===== src/rtl/bcr_pkg.sv =====
package bcr_pkg;
   // Condition selector encodings; the values are fixed by the instruction format.
   localparam int unsigned CODE_NEVER  = 0;
   localparam int unsigned CODE_ALWAYS = 1;
   localparam int unsigned CODE_ZERO   = 2;
   localparam int unsigned CODE_NONZ   = 3;
   localparam int unsigned CODE_POS    = 4;
   localparam int unsigned CODE_NEG    = 5;
   localparam int unsigned CODE_USED   = 6;

   typedef enum logic [1:0] {
      KIND_OTHER = 2'd0,
      KIND_BR    = 2'd1,
      KIND_BRL   = 2'd2
   } br_kind_e;
endpackage


===== src/rtl/bcr_cond_eval.sv =====
module bcr_cond_eval #(
   parameter int unsigned XLEN      = 32,
   parameter int unsigned CONDW     = 3,
   parameter int unsigned ZERO_TREE = 1,
   parameter int unsigned LEAF      = 8
) (
   input  logic [CONDW-1:0] code,
   input  logic [XLEN-1:0]  val,
   output logic             hit
);
   import bcr_pkg::*;
   localparam int unsigned NCODES = 1 << CONDW;
   localparam int unsigned NLEAF  = (XLEN + LEAF - 1) / LEAF;
   localparam int unsigned PADW   = NLEAF * LEAF;

   if (CONDW < 3) begin : g_bad_condw
      $error("bcr_cond_eval: CONDW must be at least 3");
   end
   if (XLEN < 2) begin : g_bad_xlen
      $error("bcr_cond_eval: XLEN must be at least 2");
   end
   if (LEAF < 1) begin : g_bad_leaf
      $error("bcr_cond_eval: LEAF must be at least 1");
   end

   logic is_zero;
   logic sign;
   logic [NCODES-1:0] code_hit;

   assign sign = val[XLEN-1];

   if (ZERO_TREE != 0) begin : g_tree
      logic [PADW-1:0]  padded;
      logic [NLEAF-1:0] leaf_any;
      assign padded = {{(PADW-XLEN){1'b0}}, val};
      for (genvar l = 0; l < NLEAF; l++) begin : g_leaf
         assign leaf_any[l] = |padded[l*LEAF +: LEAF];
      end
      assign is_zero = ~|leaf_any;
   end else begin : g_flat
      assign is_zero = ~|val;
   end

   for (genvar c = 0; c < NCODES; c++) begin : g_code
      if (c == CODE_ALWAYS) begin : g_al
         assign code_hit[c] = 1'b1;
      end else if (c == CODE_ZERO) begin : g_z
         assign code_hit[c] = is_zero;
      end else if (c == CODE_NONZ) begin : g_nz
         assign code_hit[c] = ~is_zero;
      end else if (c == CODE_POS) begin : g_p
         assign code_hit[c] = ~sign;
      end else if (c == CODE_NEG) begin : g_n
         assign code_hit[c] = sign;
      end else begin : g_never
         assign code_hit[c] = 1'b0;
      end
   end

   assign hit = code_hit[code];
endmodule


===== src/rtl/bcr_next_pc.sv =====
module bcr_next_pc #(
   parameter int unsigned XLEN    = 32,
   parameter int unsigned OPW     = 5,
   parameter int unsigned OP_BR   = 8,
   parameter int unsigned OP_BRL  = 9,
   parameter int unsigned PC_STEP = 4
) (
   input  logic [OPW-1:0]  op,
   input  logic            hit,
   input  logic [XLEN-1:0] target,
   input  logic [XLEN-1:0] pc,
   output logic [XLEN-1:0] next_pc,
   output logic            taken,
   output logic            link_we,
   output logic [XLEN-1:0] link_data
);
   import bcr_pkg::*;
   localparam logic [XLEN-1:0] STEP = XLEN'(PC_STEP);

   if (OP_BR == OP_BRL) begin : g_bad_ops
      $error("bcr_next_pc: branch opcodes must differ");
   end
   if (OP_BR >= (1 << OPW) || OP_BRL >= (1 << OPW)) begin : g_bad_opw
      $error("bcr_next_pc: opcode does not fit OPW");
   end

   br_kind_e kind;
   logic [XLEN-1:0] seq_pc;

   always_comb begin
      if (op == OPW'(OP_BR))       kind = KIND_BR;
      else if (op == OPW'(OP_BRL)) kind = KIND_BRL;
      else                         kind = KIND_OTHER;
   end

   assign seq_pc    = pc + STEP;
   assign taken     = (kind != KIND_OTHER) && hit;
   assign next_pc   = taken ? target : seq_pc;
   assign link_we   = (kind == KIND_BRL);
   assign link_data = pc;
endmodule


===== src/rtl/bcr_out_reg.sv =====
module bcr_out_reg #(
   parameter int unsigned W = 8
) (
   input  logic         clk,
   input  logic         rst_n,
   input  logic         en,
   input  logic [W-1:0] d,
   output logic [W-1:0] q
);
   if (W < 1) begin : g_bad_w
      $error("bcr_out_reg: W must be positive");
   end

   always_ff @(posedge clk or negedge rst_n) begin
      if (!rst_n)  q <= '0;
      else if (en) q <= d;
   end
endmodule


===== src/rtl/branch_resolve.sv =====
module branch_resolve #(
   parameter int unsigned XLEN      = 32,
   parameter int unsigned OPW       = 5,
   parameter int unsigned CONDW     = 3,
   parameter int unsigned OP_BR     = 8,
   parameter int unsigned OP_BRL    = 9,
   parameter int unsigned PC_STEP   = 4,
   parameter int unsigned ZERO_TREE = 1
) (
   input  logic             clk,
   input  logic             rst_n,
   input  logic             en,
   input  logic [OPW-1:0]   op,
   input  logic [CONDW-1:0] cond,
   input  logic [XLEN-1:0]  cond_val,
   input  logic [XLEN-1:0]  target,
   input  logic [XLEN-1:0]  pc,
   output logic [XLEN-1:0]  next_pc,
   output logic             taken,
   output logic             link_we,
   output logic [XLEN-1:0]  link_data,
   output logic [XLEN-1:0]  r_next_pc,
   output logic             r_taken,
   output logic             r_link_we,
   output logic [XLEN-1:0]  r_link_data
);
   localparam int unsigned PACKW = 2 * XLEN + 2;

   logic hit;
   logic [PACKW-1:0] pack_d;
   logic [PACKW-1:0] pack_q;

   bcr_cond_eval #(
      .XLEN(XLEN), .CONDW(CONDW), .ZERO_TREE(ZERO_TREE), .LEAF(8)
   ) u_cond (
      .code(cond), .val(cond_val), .hit(hit)
   );

   bcr_next_pc #(
      .XLEN(XLEN), .OPW(OPW), .OP_BR(OP_BR), .OP_BRL(OP_BRL), .PC_STEP(PC_STEP)
   ) u_npc (
      .op(op), .hit(hit), .target(target), .pc(pc),
      .next_pc(next_pc), .taken(taken), .link_we(link_we), .link_data(link_data)
   );

   assign pack_d = {next_pc, taken, link_we, link_data};

   bcr_out_reg #(.W(PACKW)) u_oreg (
      .clk(clk), .rst_n(rst_n), .en(en), .d(pack_d), .q(pack_q)
   );

   assign {r_next_pc, r_taken, r_link_we, r_link_data} = pack_q;
endmodule


===== config.mk =====
export PLATFORM = sky130hd
export DESIGN_NAME = branch_resolve
export DESIGN_NICKNAME = d
export VERILOG_FILES = /design/src/rtl/bcr_pkg.sv /design/src/rtl/bcr_cond_eval.sv /design/src/rtl/bcr_next_pc.sv /design/src/rtl/bcr_out_reg.sv /design/src/rtl/branch_resolve.sv
export SDC_FILE = /design/constraint.sdc
export NUM_CORES = 1
export LEC_CHECK = 0
export BUFFER_PORTS_ARGS = -buffer_cell sky130_fd_sc_hd__buf_2
export CORE_MARGIN = 2
export CORE_UTILIZATION = 44
export CTS_BUF_LIST = sky130_fd_sc_hd__clkbuf_16
export DETAILED_ROUTE_END_ITERATION = 8
export MAX_ROUTING_LAYER = met4
export PLACE_DENSITY = 0.83
export SYNTH_ARGS = -nofsm -noshare
export SYNTH_HDL_FRONTEND = slang
export SYNTH_HIERARCHICAL = 1
export SYNTH_SLANG_ARGS = --single-unit

===== constraint.sdc =====
create_clock -name clk -period 4.4 [get_ports clk]
set_input_delay 0.88 -clock clk [delete_from_list [all_inputs] [get_ports clk]]
set_output_delay 0.88 -clock clk [all_outputs]
set_load 0.1 [all_outputs]

# == Word-level counts from Yosys, hierarchy flattened ==
# Cells that the tools add are included.
# totals
register_bits,66
input_bits,107
out_inout_bits,132
elab_cells,16
# op_classes
n_addsub,1
magnitude_cmp,1
eq_ne,3
mux,5
n_bitwise,1
reduce_logical,4
# op_table
op,n
$add A32 B3 Y32 const B,1
$mux W32,1
$reduce_or A32 Y1,1
$eq A5 B4 Y1 const B,2
$lt A3 B4 Y1 const B,1
$mux W2,2
$bmux W1 S3,1
$eq A2 B2 Y1 const B,1
$reduce_bool A2 Y1,1
$logic_and A1 B1 Y1,1
$logic_not A1 Y1,1
$mux W1,1
$not A1 Y1,1

# == Longest topological paths before layout ==
# Gate-level depths: netlist (run 1).
# depth
depth_word,6
mapped_depth,10
depth_no_buf,9

# == Hierarchy ==
# Netlist (run 1), hierarchy kept.
# modules_own_cells
module,instances,cells_each,area_per_inst_um2,seq_area_each_um2
bcr_out_reg,1,139,2611.3,1651.6
bcr_next_pc,1,210,1276.2,0.0
bcr_cond_eval,1,17,113.9,0.0

# == Worst setup path before layout (run 1) ==
# No wires, ideal clock.
# synth_timing
path_kind,input -> output
startpoint,input port cond_val[2]
endpoint,output port next_pc[16]
arrival_time_ps,4428
t_required_ps,3520
path_slack_ps,-908
path_stages,8
cell_sequence,nor4_1 -> nand4_1 -> o31a_1 -> o31a_1 -> nand2_2 -> inv_1 -> buf_1 -> o21ai_0
# synth_between
elab_chain_len,6
# synth_lines
item,line_no,text
start: declaration,branch_resolve.sv:15,"input logic [XLEN-1:0] cond_val,"
$reduce_or A32 Y1 (*),bcr_cond_eval.sv:39,assign is_zero = ~|leaf_any;
$logic_not A1 Y1,bcr_cond_eval.sv:39,
$bmux W1 S3 (*),bcr_cond_eval.sv:60,assign hit = code_hit[code];
$mux W1 (not written as such) (*),bcr_cond_eval.sv:60,
via hit,branch_resolve.sv:29,logic hit;
$logic_and A1 B1 Y1 (*),bcr_next_pc.sv:37,assign taken = (kind != KIND_OTHER) && hit;
$mux W32 (*),bcr_next_pc.sv:38,assign next_pc = taken ? target : seq_pc;
end: declaration,branch_resolve.sv:18,"output logic [XLEN-1:0] next_pc,"
# Mark *: on every way through the listed nets, which the timed path passes. The rest lies on a longest branch. The select of a mux whose other input is x is not followed.

# == Worst setup path in the final report (run 1) ==
# layout_timing
startpoint,input port cond_val[6]
endpoint,output port next_pc[18]
# The elaborated chain is that of the path after synthesis.

==> flow_metrics.py, run 1 <==
metrics = {
    "sta": {
        "hold_violations": 0,
        "max_slew.worst_pin.slew_ns": 1.09,
        "relSlewSlack_pct": 27.6,
        "setup_viol": 0,
        "post-route-period-util_pct": 94.9,
        "finalMaxSlewViolations": 0,
        "layout_setup_ws_ns": 0.224,
        "rsz0062_at_grt": "no",
        "fmax_mhz": 239,
        "min_period_ns": 4.18,
        "skew_ns": 0,
    },
    "worst_setup_path": {
        "path_max_fanout": 8,
        "path_class": "in -> out",
        "crit_slowest_cell": "or4_1",
        "cp.depth": 10,
        "path_cells": "buf_2 -> nor4_1 -> nand4_1 -> o31a_1 -> o31a_1 -> nand2_2 -> inv_1 -> or4_1 -> nand3_1 -> buf_12",
        "cp.required_ns": 3.52,
        "crit_buf_inv": 3,
        "crit_arrival_ns": 3.30,
        "crit_path_frequent_cell": "o31a_1",
        "ff2ff_path_depth": 1,
        "cpLargestDelayFamily": "simple AND/OR/NAND/NOR gates",
        "cp_slowest_stage_delay_ns": 0.53,
        "critPathLaunchType": "input port",
        "end_kind": "output port",
    },
    "grt": {
        "grt_pass1_vias": 3675,
        "grt-ovfl-total": 0,
        "grt_pass1_wl_um": 19500,
        "grt_antenna_before_repair": 0,
        "grt_max_degree": 67,
        "grt_usage_pct": 26.3,
    },
    "cts": {
        "cts.sinks": 66,
        "root_buffer": "clkbuf_16",
        "clk_latency_ns": 0.33,
        "cts_tree": "built",
        "postCtsSetupBuffers": 0,
        "cts_resized": 0,
        "clk_path_buf_depth": 2,
        "ctsHoldBuffers": 0,
        "h-tree-depth": 3,
        "clkSlewWorstSetupHoldPaths_ns": 0.05,
        "cts_made_buffers": 9,
    },
    "finish": {
        "fillers": 670,
        "mostFrequentLayoutCell": "buf_2",
        "largest_register_ffs": 66,
        "n_antenna_cell": 0,
        "synthToLayoutAreaGrowth_pct": 45.3,
        "final_cell_mix": "buf_2 (204), dfrtp_1 (66), mux2_4 (40)",
        "nets": 676,
        "reg_top3": "u_oreg/q x66",
        "fin_cells": 680,
        "regMostFlops": "u_oreg/q",
        "drive_above_1_share_pct": 59.4,
    },
    "floorplan": {
        "die_w_um": 99.4,
        "die_h_um": 99.4,
        "dieArea_mm2": 0.00987,
        "initial_utilization_pct": 45.7,
        "core_area_mm2": 0.00876,
        "io_pins": 239,
        "rows": 34,
    },
    "pwr": {
        "power.leakage_nw": 2.79,
        "total_power_mw": 2.60,
        "power_density_mw_per_mm2": 447,
        "peakVddDrop_v": 0.000253,
    },
    "routing": {
        "firstDrtPassIters": 4,
        "drcViolationCount": 0,
        "antenna_left": 0,
        "vias": 3752,
        "wl_per_cell_um": 19.2,
        "drt_iter0_drc": 175,
        "viasPerCell": 5.52,
        "routed_wl_um": 13100,
    },
    "placed_design": {
        "placed_cells": 665,
        "gp_congestion": 0.878,
        "hpwl_um": 9960,
        "dp_slack_ns": 0.304,
        "io_buffers": 238,
    },
    "logic_synthesis": {
        "synth-seq-cells": 66,
        "syn_area_mm2": 0.00400,
        "syn_avg_cell_area_um2": 10.9,
        "syn_inst": 366,
        "ys_seq_area_share_pct": 41.3,
        "synth_cell_types": 37,
        "synth_fp_nets": 474,
        "synth_warnings": 6,
    },
    "flow_run": {
        "cap_viol_max_count": 0,
    },
    "min_path": {
        "hp-class": "reg -> reg",
        "hold_depth": 1,
    },
    "outcome": {
        "status": "complete, no violations",
    },
}
## kinds of logic (layout without fill, tap and decap cells)
kind of cell	Yosys count	in the layout	share of synthesized area, %
simple gates	120	120	16.2
mux	66	66	22.3
flops	66	66	41.3
buf+inv	55	261	10.1
compound gates	45	45	6.91
xor+xnor	13	13	2.85
fa+ha+maj	1	1	0.313
## layout make-up
| class | instances | area, µm² | area share [%] |
|---|---|---|---|
| tap | 108 | 135 | 2.32 |
| sequential | 66 | 1650 | 28.4 |
| clock buffer | 9 | 225 | 3.87 |
| clock inverter | 6 | 51.3 | 0.882 |
| timing repair buffer | 242 | 1730 | 29.8 |
| inverter | 4 | 15.0 | 0.258 |
| multi-input combinational | 245 | 2010 | 34.5 |
## Yosys cell counts
library cell	number	area, µm²
dfrtp_1	66	1650
mux2_4	40	601
nand2_1	35	131
buf_4	33	248
mux2_2	26	293
o21ai_0	18	90.1
nor2_1	17	63.8
nand3_1	15	75.1
a31oi_1	13	81.3
or4_1	13	97.6
nor4_1	10	62.6
xnor2_1	9	78.8
buf_6	8	90.1
nand4_1	8	50.1
o31ai_1	8	60.1
or3_1	7	43.8
clkbuf_1	4	15.0
inv_1	4	15.0
xor2_1	4	35.0
nor3_1	3	15.0
o211ai_1	3	22.5
and3_1	2	12.5
and4_1	2	17.5
buf_1	2	7.51
buf_2	2	10.0
o31a_1	2	17.5
or4_4	2	22.5
a21oi_1	1	5.00
and2_1	1	6.26
dlygate4sd1_1	1	8.76
dlygate4sd3_1	1	10.0
ha_1	1	12.5
nand2_2	1	6.26
nand4_2	1	12.5
nor4b_1	1	8.76
nor4b_2	1	15.0
or4_2	1	8.76
## metrics by stage
step / cell area (µm²) / TNS [ns] / hold slack [ns] / utilization, %
after detailed placement: 5540 / 0 / 0.489 / 63.2
after global placement: 5540 / 0 / 0.483 / 63.2
after CTS: 5820 / 0 / 0.505 / 66.4
after floorplan: 4070 / -5.52 / 0.584 / -
final: 5820 / 0 / 0.500 / 66.4
after global routing: 5820 / 0 / 0.509 / 66.4
## path summary, 6_finish.rpt
kind	start	endpoint	slack (ns)
setup / recovery	cond_val[6]	next_pc[18]	0.22
hold / removal	u_oreg/q[9]$_DFFE_PN0P_	u_oreg/q[9]$_DFFE_PN0P_	0.50
setup reg to reg	u_oreg/q[58]$_DFFE_PN0P_	u_oreg/q[58]$_DFFE_PN0P_	3.59
hold reg to reg	u_oreg/q[9]$_DFFE_PN0P_	u_oreg/q[9]$_DFFE_PN0P_	0.50
max in group asynchronous	rst_n	u_oreg/q[36]$_DFFE_PN0P_	2.82
min in group asynchronous	rst_n	u_oreg/q[22]$_DFFE_PN0P_	0.64
## report_power, final
group | internal, mW | switching (mW) | leakage, nW
sequential | 0.672 | 0.0363 | 0.776
clock | 0.427 | 0.255 | 0.145
combinational | 0.270 | 0.938 | 1.87
total | 1.37 | 1.23 | 2.79
## metal layers
metal | global-route usage (%) | vias to the layer above | share of wire [%]
met4 | 11.6 | 0 | 2.4
met5 | - | - | 0
met3 | 3.94 | 28 | 5.9
li1 | - | 1725 | -
met1 | 30.3 | 1817 | 40
met2 | 45.5 | 182 | 52
Note: power is estimated with default switching activity, not from simulation.
==> inputs of run 2 (changes only) <==
--- a/config.mk
+++ b/config.mk
@@ -6,7 +6,6 @@
 export NUM_CORES = 1
 export LEC_CHECK = 0
 export BUFFER_PORTS_ARGS = -buffer_cell sky130_fd_sc_hd__buf_2
-export CORE_MARGIN = 2
 export CORE_UTILIZATION = 44
 export CTS_BUF_LIST = sky130_fd_sc_hd__clkbuf_16
 export DETAILED_ROUTE_END_ITERATION = 8
==> flow_metrics.py, run 2 (same netlist as run 1, synthesis figures left out) <==
metrics = {
    "finish": {
        "mostFrequentLayoutCell": "buf_2",
        "nets": 677,
        "final_cell_mix": "buf_2 (204), dfrtp_1 (66), mux2_4 (40)",
        "regMostFlops": "u_oreg/q",
        "synthToLayoutAreaGrowth_pct": 46.7,
        "fin_util_pct": 67.0,
        "largest_register_ffs": 66,
        "reg_top3": "u_oreg/q x66",
        "drive_above_1_share_pct": 60.1,
    },
    "cts": {
        "h-tree-depth": 3,
        "clk_latency_ns": 0.31,
        "cts_made_buffers": 9,
        "clk_path_buf_depth": 2,
        "root_buffer": "clkbuf_16",
        "cts_resized": 0,
        "cts.sinks": 66,
        "ctsHoldBuffers": 0,
        "clkSlewWorstSetupHoldPaths_ns": 0.06,
        "postCtsSetupBuffers": 0,
        "cts_tree": "built",
    },
    "sta": {
        "skew_ns": 0,
        "hold_violations": 0,
        "whs_ns": 0.503,
        "rsz0062_at_grt": "no",
        "fmax_mhz": 240,
        "max_slew.worst_pin.slew_ns": 1.08,
        "relSlewSlack_pct": 28.2,
        "setup_viol": 0,
        "finalMaxSlewViolations": 0,
        "post-route-period-util_pct": 94.7,
        "min_period_ns": 4.16,
    },
    "grt": {
        "grt.met2_usage_pct": 47.3,
        "grt-ovfl-total": 0,
        "grt_usage_pct": 27.5,
        "use_met1_pct": 31.6,
        "grt_pass1_vias": 3925,
        "grt_use_met3_pct": 3.31,
        "grt_max_degree": 67,
        "busiest_layer": "met2",
        "grt_pass1_wl_um": 20100,
        "grt_antenna_before_repair": 2,
    },
    "worst_setup_path": {
        "end_kind": "output port",
        "path_class": "in -> out",
        "cp.required_ns": 3.52,
        "crit_path_frequent_cell": "o31a_1",
        "crit_arrival_ns": 3.28,
        "ff2ff_path_depth": 1,
        "worstSetupEndpoint": "next_pc[23]",
        "crit_slowest_cell": "nor4_1",
        "critPathLaunchType": "input port",
        "cp_slowest_stage_delay_ns": 0.41,
        "path_cells": "buf_2 -> nor4_1 -> nand4_1 -> o31a_1 -> o31a_1 -> nand2_2 -> buf_4 -> nor2_1 -> a31oi_1 -> buf_12",
        "ff2ff_setup_slack_ns": 3.62,
        "timing.rr.start": "u_oreg/q[62]$_DFFE_PN0P_",
        "crit_start": "cond_val[2]",
        "path_max_fanout": 34,
        "r2r-end": "u_oreg/q[62]$_DFFE_PN0P_",
    },
    "floorplan": {
        "die_h_um": 97.4,
        "die_w_um": 97.4,
        "rows": 34,
        "initial_utilization_pct": 45.7,
        "dieArea_mm2": 0.00948,
        "core_area_mm2": 0.00876,
        "io_pins": 239,
    },
    "pwr": {
        "power_frac_seq_pct": 26.5,
        "p_clk_share_pct": 28.5,
        "internal_power_mw": 1.44,
        "p_sw_mw": 1.24,
        "power.leakage_nw": 2.80,
        "p_sw_share_pct": 46.2,
        "combPwrFrac_pct": 45.1,
        "peakVddDrop_v": 0.000299,
        "power_density_mw_per_mm2": 455,
    },
    "placed_design": {
        "io_buffers": 238,
        "gp_congestion": 0.894,
        "hpwl_um": 9900,
    },
    "routing": {
        "viasPerCell": 5.55,
        "firstDrtPassIters": 5,
        "drcViolationCount": 0,
        "vias": 3795,
        "drt_iter0_drc": 208,
        "antenna_left": 0,
        "routed_wl_um": 12800,
        "wl_per_cell_um": 18.7,
    },
    "min_path": {
        "hp-class": "reg -> reg",
        "hold_depth": 1,
    },
    "flow_run": {
        "cap_viol_max_count": 0,
    },
    "outcome": {
        "status": "complete, no violations",
    },
}
-- run 2: cell count changes in the layout (fill, tap and decap cells not counted), sizes merged --
cell | previous run | this run
clkinvlp | 0 | 2
buf | 242 | 243
bufinv | 1 | 2
inv | 6 | 4
diode | 0 | 2
-- run 2: per-stage QoR --
stage / std cells / total power, mW / worst slack, ns / instance area [µm²] / TNS, ns
2_1_floorplan: 366 / 1.65 / -0.493 / 4070 / -5.52
3_3_place_gp: 666 / 1.90 / 0.328 / 5550 / 0
3_5_place_dp: 666 / 1.92 / 0.250 / 5550 / 0
4_1_cts: 682 / 2.69 / 0.249 / 5870 / 0
5_1_grt: 684 / 2.75 / 0.149 / 5870 / 0
6_report: 684 / 2.67 / 0.235 / 5870 / 0
-- run 2: critical path: cells and delay by family --
kind                   cells  cell delay, ns
AO/OA/AOI/OAI              3            0.95
buffers and inverters      3            0.69
AND/OR/NAND/NOR            4            0.74
-- run 2: per-layer routing --
| metal | routed length, µm | vias to the layer above |
|---|---|---|
| li1 | - | 1730 |
| met1 | 4940 | 1828 |
| met2 | 6620 | 197 |
| met3 | 676 | 40 |
| met4 | 559 | 0 |
| met5 | 0 | - |
-- run 2: worst min-delay path by stage --
stage | endpoint | slack (ns) | start
after floorplan | u_oreg/q[0]$_DFFE_PN0P_ | 0.58 | rst_n
after global routing | u_oreg/q[18]$_DFFE_PN0P_ | 0.52 | u_oreg/q[18]$_DFFE_PN0P_
after detailed placement | u_oreg/q[35]$_DFFE_PN0P_ | 0.49 | u_oreg/q[35]$_DFFE_PN0P_
after global placement | u_oreg/q[23]$_DFFE_PN0P_ | 0.49 | u_oreg/q[23]$_DFFE_PN0P_
after CTS | u_oreg/q[65]$_DFFE_PN0P_ | 0.51 | u_oreg/q[65]$_DFFE_PN0P_
final | u_oreg/q[50]$_DFFE_PN0P_ | 0.50 | u_oreg/q[50]$_DFFE_PN0P_
-- run 2: layout make-up --
| cell class | count | area, µm² |
|---|---|---|
| repair buffers | 243 | 1740 |
| clock buffers | 9 | 225 |
| diodes | 2 | 5.00 |
| well taps | 108 | 135 |
| multi-input cells | 245 | 2010 |
| flip-flops and latches | 66 | 1650 |
| clock inverters | 7 | 93.8 |
| inverters | 4 | 15.0 |
| fillers | 668 | 2890 |
-- run 2: power by group through the flow --
stage / registers, mW / clock network, mW / logic, mW
detailed placement: 0.717 / 0 / 1.20
CTS: 0.707 / 0.779 / 1.21
global placement: 0.713 / 0 / 1.19
floorplan: 1.19 / 0 / 0.456
global route: 0.714 / 0.807 / 1.23
finish: 0.707 / 0.761 / 1.20
